**config.mk**
```make
export PLATFORM = sky130hd
export DESIGN_NAME = err_report_capture
export DESIGN_NICKNAME = d
export VERILOG_FILES = /design/src/rtl/erc_pkg.sv /design/src/rtl/err_store.sv /design/src/rtl/rd_path.sv /design/src/rtl/err_report_capture.sv
export SDC_FILE = /design/constraint.sdc
export NUM_CORES = 1
export LEC_CHECK = 0
export BUFFER_PORTS_ARGS = -buffer_cell sky130_fd_sc_hd__buf_2
export CELL_PAD_IN_SITES_DETAIL_PLACEMENT = 1
export CELL_PAD_IN_SITES_GLOBAL_PLACEMENT = 2
export CORE_MARGIN = 8
export CORE_UTILIZATION = 35
export CTS_BUF_LIST = sky130_fd_sc_hd__clkbuf_2 sky130_fd_sc_hd__clkbuf_4 sky130_fd_sc_hd__clkbuf_8
export CTS_CLUSTER_DIAMETER = 200
export CTS_CLUSTER_SIZE = 24
export DETAILED_ROUTE_END_ITERATION = 7
export PLACE_DENSITY = 0.85
export SETUP_SLACK_MARGIN = 0.15
export SKIP_CTS_REPAIR_TIMING = 1
export SKIP_LAST_GASP = 1
export SLEW_MARGIN = 20
export SYNTH_ARGS = -nofsm -noshare
export SYNTH_HDL_FRONTEND = slang
export SYNTH_SLANG_ARGS = --single-unit
```
**constraint.sdc**
```tcl
create_clock -name clk -period 1.05 [get_ports clk]
set_input_delay 0.21 -clock clk [delete_from_list [all_inputs] [get_ports clk]]
set_output_delay 0.21 -clock clk [all_outputs]
set_load 0.01 [all_outputs]
```
**src/rtl/erc_pkg.sv**
```systemverilog
package erc_pkg;
  localparam int TYPE_W = 4;

  typedef enum logic [1:0] {
    EK_NONE   = 2'd0,
    EK_SINGLE = 2'd1,
    EK_DOUBLE = 2'd2,
    EK_OTHER  = 2'd3
  } err_kind_e;

  // maps the four-bit type code carried in the message word to a class
  function automatic err_kind_e classify(input logic [TYPE_W-1:0] code);
    err_kind_e k;
    case (code)
      4'b0000: k = EK_NONE;
      4'b0001: k = EK_SINGLE;
      4'b0010: k = EK_DOUBLE;
      default: k = EK_OTHER;
    endcase
    return k;
  endfunction

  // next shift register value: move toward bit 0, serial input enters at top
  function automatic logic [66:0] shift_one(input logic [66:0] cur, input logic sin);
    return {sin, cur[66:1]};
  endfunction
endpackage

```
**src/rtl/err_store.sv**
```systemverilog
module err_store
  import erc_pkg::*;
#(
  parameter int SYN_W = 32,
  parameter int MSG_W = 67
) (
  input  logic             clk,
  input  logic             rst,
  input  logic [SYN_W-1:0] syn_i,
  input  logic [MSG_W-1:0] msg_i,
  input  logic             valid_i,
  output logic [MSG_W-1:0] msg_q_o,
  output logic             upd_o,
  output logic             flag_o,
  output err_kind_e        kind_o
);
  logic [SYN_W-1:0] syn_q;
  logic [MSG_W-1:0] msg_q;
  logic             upd_q;

  always_ff @(posedge clk) begin
    if (rst) begin
      syn_q <= '0;
      msg_q <= '0;
      upd_q <= 1'b0;
    end else begin
      upd_q <= valid_i;
      if (valid_i) begin
        syn_q <= syn_i;
        msg_q <= msg_i;
      end
    end
  end

  assign msg_q_o = msg_q;
  assign upd_o   = upd_q;
  assign flag_o  = |syn_q;
  assign kind_o  = classify(msg_q[TYPE_W-1:0]);


  flag_follow_chk: assert property (@(posedge clk) disable iff (rst)
    valid_i |=> (flag_o == ($past(syn_i) != '0)));


  msg_hold_chk: assert property (@(posedge clk) disable iff (rst)
    !valid_i |=> ($stable(msg_q) && $stable(syn_q)));
endmodule

```
**src/rtl/rd_path.sv**
```systemverilog
module rd_path
  import erc_pkg::*;
#(
  parameter int MSG_W = 67
) (
  input  logic             clk,
  input  logic             rst,
  input  logic [MSG_W-1:0] cap_data_i,
  input  logic             upd_i,
  input  logic             hold_i,
  input  logic             load_i,
  input  logic             shift_i,
  input  logic             sin_i,
  output logic             sout_o,
  output logic             overrun_o
);
  logic [MSG_W-1:0] cap_q;
  logic [MSG_W-1:0] sr_q;
  logic             ovr_q;

  // named events for the assertions
  logic cap_take;
  logic cap_block;
  logic sr_load;
  logic sr_shift;

  assign cap_take  = upd_i & ~hold_i;
  assign cap_block = upd_i &  hold_i;
  assign sr_load   = load_i & hold_i;
  assign sr_shift  = shift_i & ~sr_load;

  always_ff @(posedge clk) begin
    if (rst) begin
      cap_q <= '0;
    end else if (cap_take) begin
      cap_q <= cap_data_i;
    end
  end

  always_ff @(posedge clk) begin
    if (rst) begin
      sr_q <= '0;
    end else if (sr_load) begin
      sr_q <= cap_q;
    end else if (sr_shift) begin
      sr_q <= shift_one(sr_q, sin_i);
    end
  end

  always_ff @(posedge clk) begin
    if (rst) begin
      ovr_q <= 1'b0;
    end else if (cap_block) begin
      ovr_q <= 1'b1;
    end else if (sr_load) begin
      ovr_q <= 1'b0;
    end
  end

  assign sout_o    = sr_q[0];
  assign overrun_o = ovr_q;


  cap_take_chk: assert property (@(posedge clk) disable iff (rst)
    (upd_i && !hold_i) |=> (cap_q == $past(cap_data_i)));


  cap_frozen_chk: assert property (@(posedge clk) disable iff (rst)
    hold_i |=> $stable(cap_q));


  no_load_chk: assert property (@(posedge clk) disable iff (rst)
    (load_i && !hold_i && !shift_i) |=> $stable(sr_q));


  sin_entry_chk: assert property (@(posedge clk) disable iff (rst)
    (shift_i && !(load_i && hold_i)) |=> (sr_q[MSG_W-1] == $past(sin_i)));


  ovr_set_chk: assert property (@(posedge clk) disable iff (rst)
    (upd_i && hold_i) |=> overrun_o);


  ovr_sticky_chk: assert property (@(posedge clk) disable iff (rst)
    (overrun_o && !(load_i && hold_i)) |=> overrun_o);
endmodule

```
**src/rtl/err_report_capture.sv**
```systemverilog
module err_report_capture
  import erc_pkg::*;
#(
  parameter int SYN_W = 32,
  parameter int MSG_W = 67
) (
  input  logic             clk,
  input  logic             rst,
  input  logic [SYN_W-1:0] syndrome_i,
  input  logic [MSG_W-1:0] rpt_msg_i,
  input  logic             rpt_valid_i,
  output logic             err_flag_o,
  output logic [1:0]       err_kind_o,
  input  logic             tap_hold_i,
  input  logic             tap_load_i,
  input  logic             tap_shift_i,
  input  logic             tap_sin_i,
  output logic             tap_sout_o,
  output logic             tap_overrun_o,
  input  logic             usr_hold_i,
  input  logic             usr_load_i,
  input  logic             usr_shift_i,
  input  logic             usr_sin_i,
  output logic             usr_sout_o,
  output logic             usr_overrun_o
);
  localparam int NPATH = 2;

  logic [MSG_W-1:0] msg_q;
  logic             upd;
  err_kind_e        kind;

  logic [NPATH-1:0] hold_v, load_v, shift_v, sin_v, sout_v, ovr_v;

  err_store #(.SYN_W(SYN_W), .MSG_W(MSG_W)) u_store (
    .clk     (clk),
    .rst     (rst),
    .syn_i   (syndrome_i),
    .msg_i   (rpt_msg_i),
    .valid_i (rpt_valid_i),
    .msg_q_o (msg_q),
    .upd_o   (upd),
    .flag_o  (err_flag_o),
    .kind_o  (kind)
  );

  assign err_kind_o = kind;

  // index 0: test-access path, index 1: user path
  assign hold_v  = {usr_hold_i,  tap_hold_i};
  assign load_v  = {usr_load_i,  tap_load_i};
  assign shift_v = {usr_shift_i, tap_shift_i};
  assign sin_v   = {usr_sin_i,   tap_sin_i};

  for (genvar g = 0; g < NPATH; g++) begin : g_path
    rd_path #(.MSG_W(MSG_W)) u_path (
      .clk        (clk),
      .rst        (rst),
      .cap_data_i (msg_q),
      .upd_i      (upd),
      .hold_i     (hold_v[g]),
      .load_i     (load_v[g]),
      .shift_i    (shift_v[g]),
      .sin_i      (sin_v[g]),
      .sout_o     (sout_v[g]),
      .overrun_o  (ovr_v[g])
    );
  end

  assign tap_sout_o    = sout_v[0];
  assign tap_overrun_o = ovr_v[0];
  assign usr_sout_o    = sout_v[1];
  assign usr_overrun_o = ovr_v[1];


  path_indep_chk: assert property (@(posedge clk) disable iff (rst)
    (!tap_hold_i && usr_hold_i && upd) |=> (usr_overrun_o && $stable(tap_overrun_o)));
endmodule

```
======== Yosys cells after proc, flatten, opt, wreduce, memory -nomap -nowiden ========
Index checks and enable logic that the tools add are counted.
cells by class
  equality and inequality tests ........... 2
  multiplexer cells ....................... 9
  bitwise logic cells ..................... 12
  reduce and logical (&&, ||, !) cells .... 6
operators by type and width
  operator                                                          count
  67-bit two-way mux                                                4
  32-bit OR reduction                                               1
  1-bit AND                                                         8
  2-bit nonzero test                                                4
  2-bit one-hot mux with 3 select lines                             1
  4-bit by 1-bit == test with 1-bit output (second input constant)  1
  4-bit by 2-bit == test with 1-bit output (second input constant)  1
  4-bit logical NOT                                                 1
  1-bit two-way mux                                                 4
  1-bit inverter                                                    4
word-level totals
  register bits ........................... 370
  logic and storage cells ................. 38

======== Longest topological paths before layout ========
Gate-level depths: netlist of run 1.
  word-level depth ........................ 5
  mapped depth ............................ 5
  depth with buffers taken out ............ 3

======== Modules after synthesis ========
Synthesis of run 1 repeated with hierarchy kept, for this count alone.
second synthesis, totals
  cells, all modules ...................... 1520
  area, all modules ....................... 14694.1 µm²
modules (own cells, without submodules)
  module     instances  cells each  area each (µm²)
  rd_path    2          593         5509.0
  err_store  1          334         3676.0

======== Least setup slack after synthesis of run 1 ========
OpenSTA, ideal clock, no wires.
  kind .................................... reg2out
  start point ............................. register u_store.syn_q[1]
  end point ............................... output port err_flag_o
  arrival time ............................ 0.964 ns
  setup slack ............................. -0.124 ns
  cell stages (with the launch flop) ...... 4
  buffers on the path ..................... 0
  cell sequence ........................... dfxtp_1 nor4_1 nand4_1 or2_2
on the way
  cells in the longest elaborated chain, start to end .. 1
RTL lines
  element                   line                      text
  start: declaration        err_store.sv:17           logic [SYN_W-1:0] syn_q;
  start signal: assignment  err_store.sv:29           syn_q <= syn_i;
  32-bit OR reduction       err_store.sv:37           assign flag_o = |syn_q;
  end: declaration          err_report_capture.sv:12  output logic err_flag_o,
Every way passes these cells.

======== Final worst setup path of run 1 ========
  start point ............................. register u_store.syn_q[24]
  end point ............................... output port err_flag_o
Same word-level chain as after synthesis.

==> flow_metrics.env, run 1 <==
export IMPL_muxShareOfSynthArea_pct=16.6
export IMPL_hold_class="primary input to flip-flop"
export IMPL_fin_setup_tns_ns=-24.49
export IMPL_tightest_slew_ns=0.382
export IMPL_worst_ep_required_time_ns=0.84
export IMPL_powerDensity_nw_per_um2=1310
export IMPL_placementRows=73
export IMPL_finalClockSkew_ns=0.0302
export IMPL_cts_buffers_inserted=19
export IMPL_vias=11262
export IMPL_dieArea_um2=46800
export IMPL_first_iter_violations=450
export IMPL_die_x_um=216
export IMPL_synth_xor_area_share_pct=0
export IMPL_grt_pass1_vias=10934
export IMPL_synth_top_area_share_pct=52.8
export IMPL_setup_viol_count_final=142
export IMPL_clk_path_buf_depth=3
export IMPL_drt_total_wl_mm=39.7
export IMPL_slew_violations=0
export IMPL_critPathKind="flip-flop to primary output"
export IMPL_ys_ff_latch=370
export IMPL_io_buffers=116
export IMPL_slew_headroom_pct=74.5
export IMPL_first_pass_iters=4
export IMPL_finalCritPeriodShare_pct=198
export IMPL_min_period_ns=2.07
export IMPL_antenna_cells=0
export IMPL_placed_cells=2097
export IMPL_switching_share_pct=26.8
export IMPL_synth_area_leaders="dfxtp_1 (53%), mux2i_1 (17%), nand2_1 (7.2%), a211oi_1 (7.2%), nor2_1 (6.3%)"
export IMPL_switching_power_uw=6630
export IMPL_ant_nets=0
export IMPL_critical_path_arrival_ns=1.86
export IMPL_area_growth_pct=34.0
export IMPL_cp_end_kind="primary output"
export IMPL_final_nets=1834
export IMPL_final_setup_worst_slack_ns=-1.02
export IMPL_start_kind="flip-flop"
export IMPL_drv_cap=0
export IMPL_dpl_worst_slack_ns=-0.397
export IMPL_start_util_pct=35.4
export IMPL_clk_root_buffer_cell="clkbuf_8"
export IMPL_synth_adder_area_share_pct=0
export IMPL_synth_nets=1630
export IMPL_syn_inst=1520
export IMPL_ys_types=20
export IMPL_clkTransAtPathRegs_ns=0.15
export IMPL_seq_area_frac_synth_pct=52.8
export IMPL_synth_simple_area_share_pct=14.3
export IMPL_core_region_area_um2=39600
export IMPL_status="complete, but fails checks"
export IMPL_cts_tree="built"
export IMPL_violations="setup timing"
export IMPL_die_height_um=216
export IMPL_track_usage_pct=13.9
export IMPL_grt_pass1_wl_mm=55.6
export IMPL_antenna_found_initial=0
export IMPL_p_int_uw=18100
export IMPL_drc=0
export IMPL_grt_setup_unrepaired="yes"
export IMPL_clock_latency_ns=0.58
export IMPL_gp_congestion=0.715
export IMPL_clock_sinks=370
export IMPL_comb_power_share_pct=13.6
export IMPL_vias_per_cell=5.01
export IMPL_grt_max_degree=65
export IMPL_routedWlPerCell_um=17.6
export IMPL_drive_gt1_share_pct=28.0
export IMPL_yosys_area_top_type="dfxtp_1"
export IMPL_hpwl_mm=23.2
export IMPL_synth_compound_area_share_pct=12.1
export IMPL_io_pins=117
export IMPL_synth_top_family_by_area="multiplexers"
export IMPL_hold_violations=0
export IMPL_synthesis_area_um2=14000
export IMPL_max_freq_mhz=482
export IMPL_h_tree_depth=1
export IMPL_yosys_warnings=0
export IMPL_pwr_share_clk_pct=24.7
export IMPL_grt_overflow=0
export IMPL_crit_fanout=2
export IMPL_syn_avg_cell_area_um2=9.23
export IMPL_fin_util_pct=47.4
export IMPL_p_leak_uw=0.00849
export IMPL_p_seq_share_pct=61.7
export IMPL_ir_worst_vdd_v=0.00104
export IMPL_fin_cells=2249
[registers in the layout, indices dropped and copies added (netlist names)]
| name | cells |
|---|---|
| u_store.msg_q_o | 67 |
| g_path.u_path.sr_q | 134 |
| u_store.upd_o | 1 |
| u_store.syn_q | 32 |
| g_path.u_path.cap_q | 134 |
| g_path.u_path.overrun_o | 2 |
[cell type report]
class                   instances  area (um^2)
multi-input cells            1026         7390
repair buffers                307         3050
clock inverters                 2         23.8
clock buffers                  19          262
well taps                     525          657
flip-flops and latches        370         7420
fillers                      4371        20800
[path summary, 6_finish.rpt]
check	cells after the start	end	slack, ns	from
worst max-delay path	4	err_flag_o	-1.02	u_store.syn_q[24]
worst min-delay path	3	g_path[0].u_path.sr_q[14]	0.04	tap_load_i
worst max register to register	5	g_path[0].u_path.cap_q[13]	-0.25	u_store.upd_o
worst min register to register	2	g_path[1].u_path.cap_q[62]	0.47	g_path[1].u_path.cap_q[62]
[per-layer routing]
metal  up-vias  GRT usage, %  part of all wire, %
met4         0          2.52                  1.6
met3        34          2.62                  3.1
met2       121          24.7                   51
met1      5542          17.4                   44
li1       5565             -                    -
met5         -             0                    0
[cell usage after synthesis]
master / n
dfxtp_1: 370
nand2_1: 269
nor2_1: 235
mux2i_1: 233
a211oi_1: 134
a21oi_1: 134
clkbuf_1: 54
buf_2: 43
buf_1: 16
buf_6: 8
nor4_1: 8
buf_4: 3
a22oi_1: 2
and2b_1: 2
nand2b_1: 2
nand4_1: 2
or3_1: 2
nand2_2: 1
nor2b_1: 1
or2_2: 1
[cells by family after synthesis]
logic type             count (synthesis)
buffers and inverters                124
multiplexers                         233
AO/OA/AOI/OAI                        270
flip-flops                           370
AND/OR/NAND/NOR                      523
[cell usage in the layout, fill, tap and decap left out, types with 2 or more instances in the layout]
cell type / n
dfxtp_2: 7
buf_12: 39
nand4_1: 2
nor4_1: 4
nand2_1: 149
mux2i_1: 233
dfxtp_1: 361
clkbuf_16: 12
clkbuf_8: 19
a21oi_1: 17
and2b_4: 2
dlygate4sd3_1: 105
buf_4: 33
nand2_2: 16
nor4_4: 3
nor2_1: 235
buf_6: 10
buf_2: 106
buf_8: 2
or3_4: 2
a211oi_1: 134
nand2_4: 105
a21oi_2: 117
dfxtp_4: 2
[power by group through the flow]
stage	registers (uW)	clock network (uW)	logic (uW)
2_1_floorplan	15200	0	1850
3_3_place_gp	15400	0	2500
3_5_place_dp	15400	0	2570
4_1_cts	15100	6380	2590
5_1_grt	15300	6870	3650
6_report	15200	6100	3360
[through the flow]
stage / power, uW / hold WS (ns) / cell area, um^2
floorplan: 17100 / 0.357 / 14400
global placement: 17900 / 0.441 / 15600
detailed placement: 18000 / 0.447 / 15600
CTS: 24100 / -0.204 / 15800
global route: 25900 / 0.00299 / 18800
finish: 24700 / 0.0375 / 18800
[critical path: stages (launching register included)]
cell	delay [ns]
dfxtp_1	0.35
nor4_1	0.34
nand4_1	0.17
or2_4	0.27
buf_2	0.14
(Power assumes the default switching activity.)
==> inputs of run 2 (changes only) <==
--- a/config.mk
+++ b/config.mk
@@ -5,16 +5,17 @@
 export SDC_FILE = /design/constraint.sdc
 export NUM_CORES = 1
 export LEC_CHECK = 0
+export ABC_AREA = 1
 export BUFFER_PORTS_ARGS = -buffer_cell sky130_fd_sc_hd__buf_2
 export CELL_PAD_IN_SITES_DETAIL_PLACEMENT = 1
 export CELL_PAD_IN_SITES_GLOBAL_PLACEMENT = 2
 export CORE_MARGIN = 8
-export CORE_UTILIZATION = 35
+export CORE_UTILIZATION = 32
 export CTS_BUF_LIST = sky130_fd_sc_hd__clkbuf_2 sky130_fd_sc_hd__clkbuf_4 sky130_fd_sc_hd__clkbuf_8
 export CTS_CLUSTER_DIAMETER = 200
 export CTS_CLUSTER_SIZE = 24
 export DETAILED_ROUTE_END_ITERATION = 7
-export PLACE_DENSITY = 0.85
+export PLACE_DENSITY = 0.84
 export SETUP_SLACK_MARGIN = 0.15
 export SKIP_CTS_REPAIR_TIMING = 1
 export SKIP_LAST_GASP = 1
==> flow_metrics.env, run 2 <==
export IMPL_synth_area_leaders="dfxtp_1 (52%), nand2_1 (23%), a21oi_1 (12%), o21ai_1 (3.6%), buf_2 (2.0%)"
export IMPL_drc=0
export IMPL_synth_edf_count=0
export IMPL_clock_sinks=370
export IMPL_final_cell_mix="nand2_1 (689), dfxtp_1 (361), a21oi_1 (229), nand2_4 (125), a21oi_2 (122)"
export IMPL_final_setup_worst_slack_ns=-0.685
export IMPL_slew_violations=0
export IMPL_final_nets=2290
export IMPL_crit_fanout=2
export IMPL_h_tree_depth=1
export IMPL_ys_ff_latch=370
export IMPL_yosys_area_top_type="dfxtp_1"
export IMPL_syn_inst=1937
export IMPL_dieArea_um2=51200
export IMPL_die_height_um=226
export IMPL_clkTransAtPathRegs_ns=0.15
export IMPL_layout_commonest_cell="nand2_1"
export IMPL_grt_max_degree=73
export IMPL_synthesis_area_um2=14100
export IMPL_track_usage_pct=15.3
export IMPL_critPathKind="flip-flop to primary output"
export IMPL_synth_common_cells="nand2_1 (851), dfxtp_1 (370), a21oi_1 (351)"
export IMPL_cp_end_kind="primary output"
export IMPL_ys_types=21
export IMPL_fin_cells=2772
export IMPL_max_freq_mhz=576
export IMPL_ir_worst_vdd_v=0.000910
export IMPL_io_buffers=116
export IMPL_hold_violations=0
export IMPL_vias_per_cell=4.92
export IMPL_min_period_ns=1.73
export IMPL_yosysMostFrequentCell="nand2_1"
export IMPL_first_iter_violations=575
export IMPL_antenna_found_initial=0
export IMPL_core_region_area_um2=43900
export IMPL_area_growth_pct=41.8
export IMPL_synth_nets=2047
export IMPL_status="complete, but fails checks"
export IMPL_cts_buffers_inserted=19
export IMPL_p_leak_uw=0.00792
export IMPL_grt_pass1_vias=13425
export IMPL_clk_path_buf_depth=3
export IMPL_yosys_warnings=0
export IMPL_die_x_um=226
export IMPL_clk_root_buffer_cell="clkbuf_8"
export IMPL_first_pass_iters=4
export IMPL_finalPower_uw=25200
export IMPL_syn_avg_cell_area_um2=7.30
export IMPL_worst_ep_required_time_ns=0.84
export IMPL_ant_nets=0
export IMPL_seq_area_frac_synth_pct=52.4
export IMPL_start_kind="flip-flop"
export IMPL_routedWlPerCell_um=17.6
export IMPL_drv_cap=0
export IMPL_setup_viol_count_final=141
export IMPL_gp_congestion=0.725
export IMPL_start_util_pct=32.2
export IMPL_grt_overflow=0
export IMPL_drive_gt1_share_pct=27.4
export IMPL_tightest_slew_ns=0.411
export IMPL_yosys_most_used_dff="dfxtp_1"
export IMPL_drt_total_wl_mm=48.9
export IMPL_clock_latency_ns=0.60
export IMPL_powerDensity_nw_per_um2=1260
export IMPL_cts_tree="built"
export IMPL_grt_pass1_wl_mm=66.3
export IMPL_placementRows=77
export IMPL_synth_top_area_share_pct=52.4
export IMPL_finalCritPeriodShare_pct=165
export IMPL_placed_cells=2605
export IMPL_hold_class="primary input to flip-flop"
export IMPL_finalClockSkew_ns=0.0615
export IMPL_fillers=5167
export IMPL_violations="setup timing"
export IMPL_hpwl_mm=27.3
export IMPL_ys_async_sr_fraction_pct=0
export IMPL_holdWs_ns=0.0175
export IMPL_grt_setup_unrepaired="yes"
export IMPL_vias=13641
export IMPL_slew_headroom_pct=72.6
export IMPL_critical_path_arrival_ns=1.52
export IMPL_io_pins=117
[run 2: final cells by class]
type | count | area [um^2] | area share [%]
Tap cell | 592 | 741 | 3.69
Timing Repair inverter | 2 | 46.3 | 0.231
Clock buffer | 19 | 262 | 1.30
Antenna cell | 1 | 2.50 | 0.0125
Clock inverter | 1 | 16.3 | 0.0811
Timing Repair Buffer | 368 | 3940 | 19.6
Inverter | 23 | 130 | 0.649
Sequential cell | 370 | 7430 | 37.0
Multi-Input combinational cell | 1396 | 7490 | 37.3
[run 2: critical path, stage by stage, from the launching register on]
cell,delay (ns)
dfxtp_1,0.34
nor2_1,0.10
and2_4,0.15
nand2_2,0.06
nor2_2,0.09
nand2_1,0.07
buf_2,0.14
[run 2: final timing paths]
check / startpoint / end / slack [ns] / cells past startpoint
max: u_store.syn_q[4] / err_flag_o / -0.68 / 6
min: rpt_valid_i / u_store.msg_q_o[28] / 0.02 / 4
max reg2reg: u_store.upd_o / g_path[0].u_path.cap_q[52] / -0.34 / 7
min reg2reg: u_store.syn_q[19] / u_store.syn_q[19] / 0.47 / 2
[run 2: cells by family after synthesis]
| logic type | share of synthesized area (%) |
|---|---|
| flip-flops | 52.4 |
| AO/OA/AOI/OAI | 18.2 |
| AND/OR/NAND/NOR | 23.8 |
| buffers and inverters | 5.57 |
[run 2: power by group]
part	internal, uW	switching [uW]
logic	1810	2120
registers	14700	445
clock network	1710	4480
total	18200	7050
[run 2: stage by stage]
stage | area [um^2] | setup TNS (ns) | setup WS [ns] | util [%]
CTS | 16400 | -21.09 | -0.751 | 37.4
finish | 20000 | -33.97 | -0.685 | 45.6
global route | 20000 | -38.40 | -0.803 | 45.6
floorplan | 14500 | 0 | 0.0176 | -
detailed placement | 16200 | -41.83 | -0.275 | 36.8
global placement | 16200 | -33.36 | -0.231 | 36.8
[run 2: layer usage]
layer / up-vias / wire length, um / track usage, %
li1: 6713 / - / -
met1: 6697 / 21800 / 19.1
met2: 166 / 24800 / 28.2
met3: 65 / 1290 / 1.80
met4: 0 / 1040 / 2.83
met5: - / 0 / 0
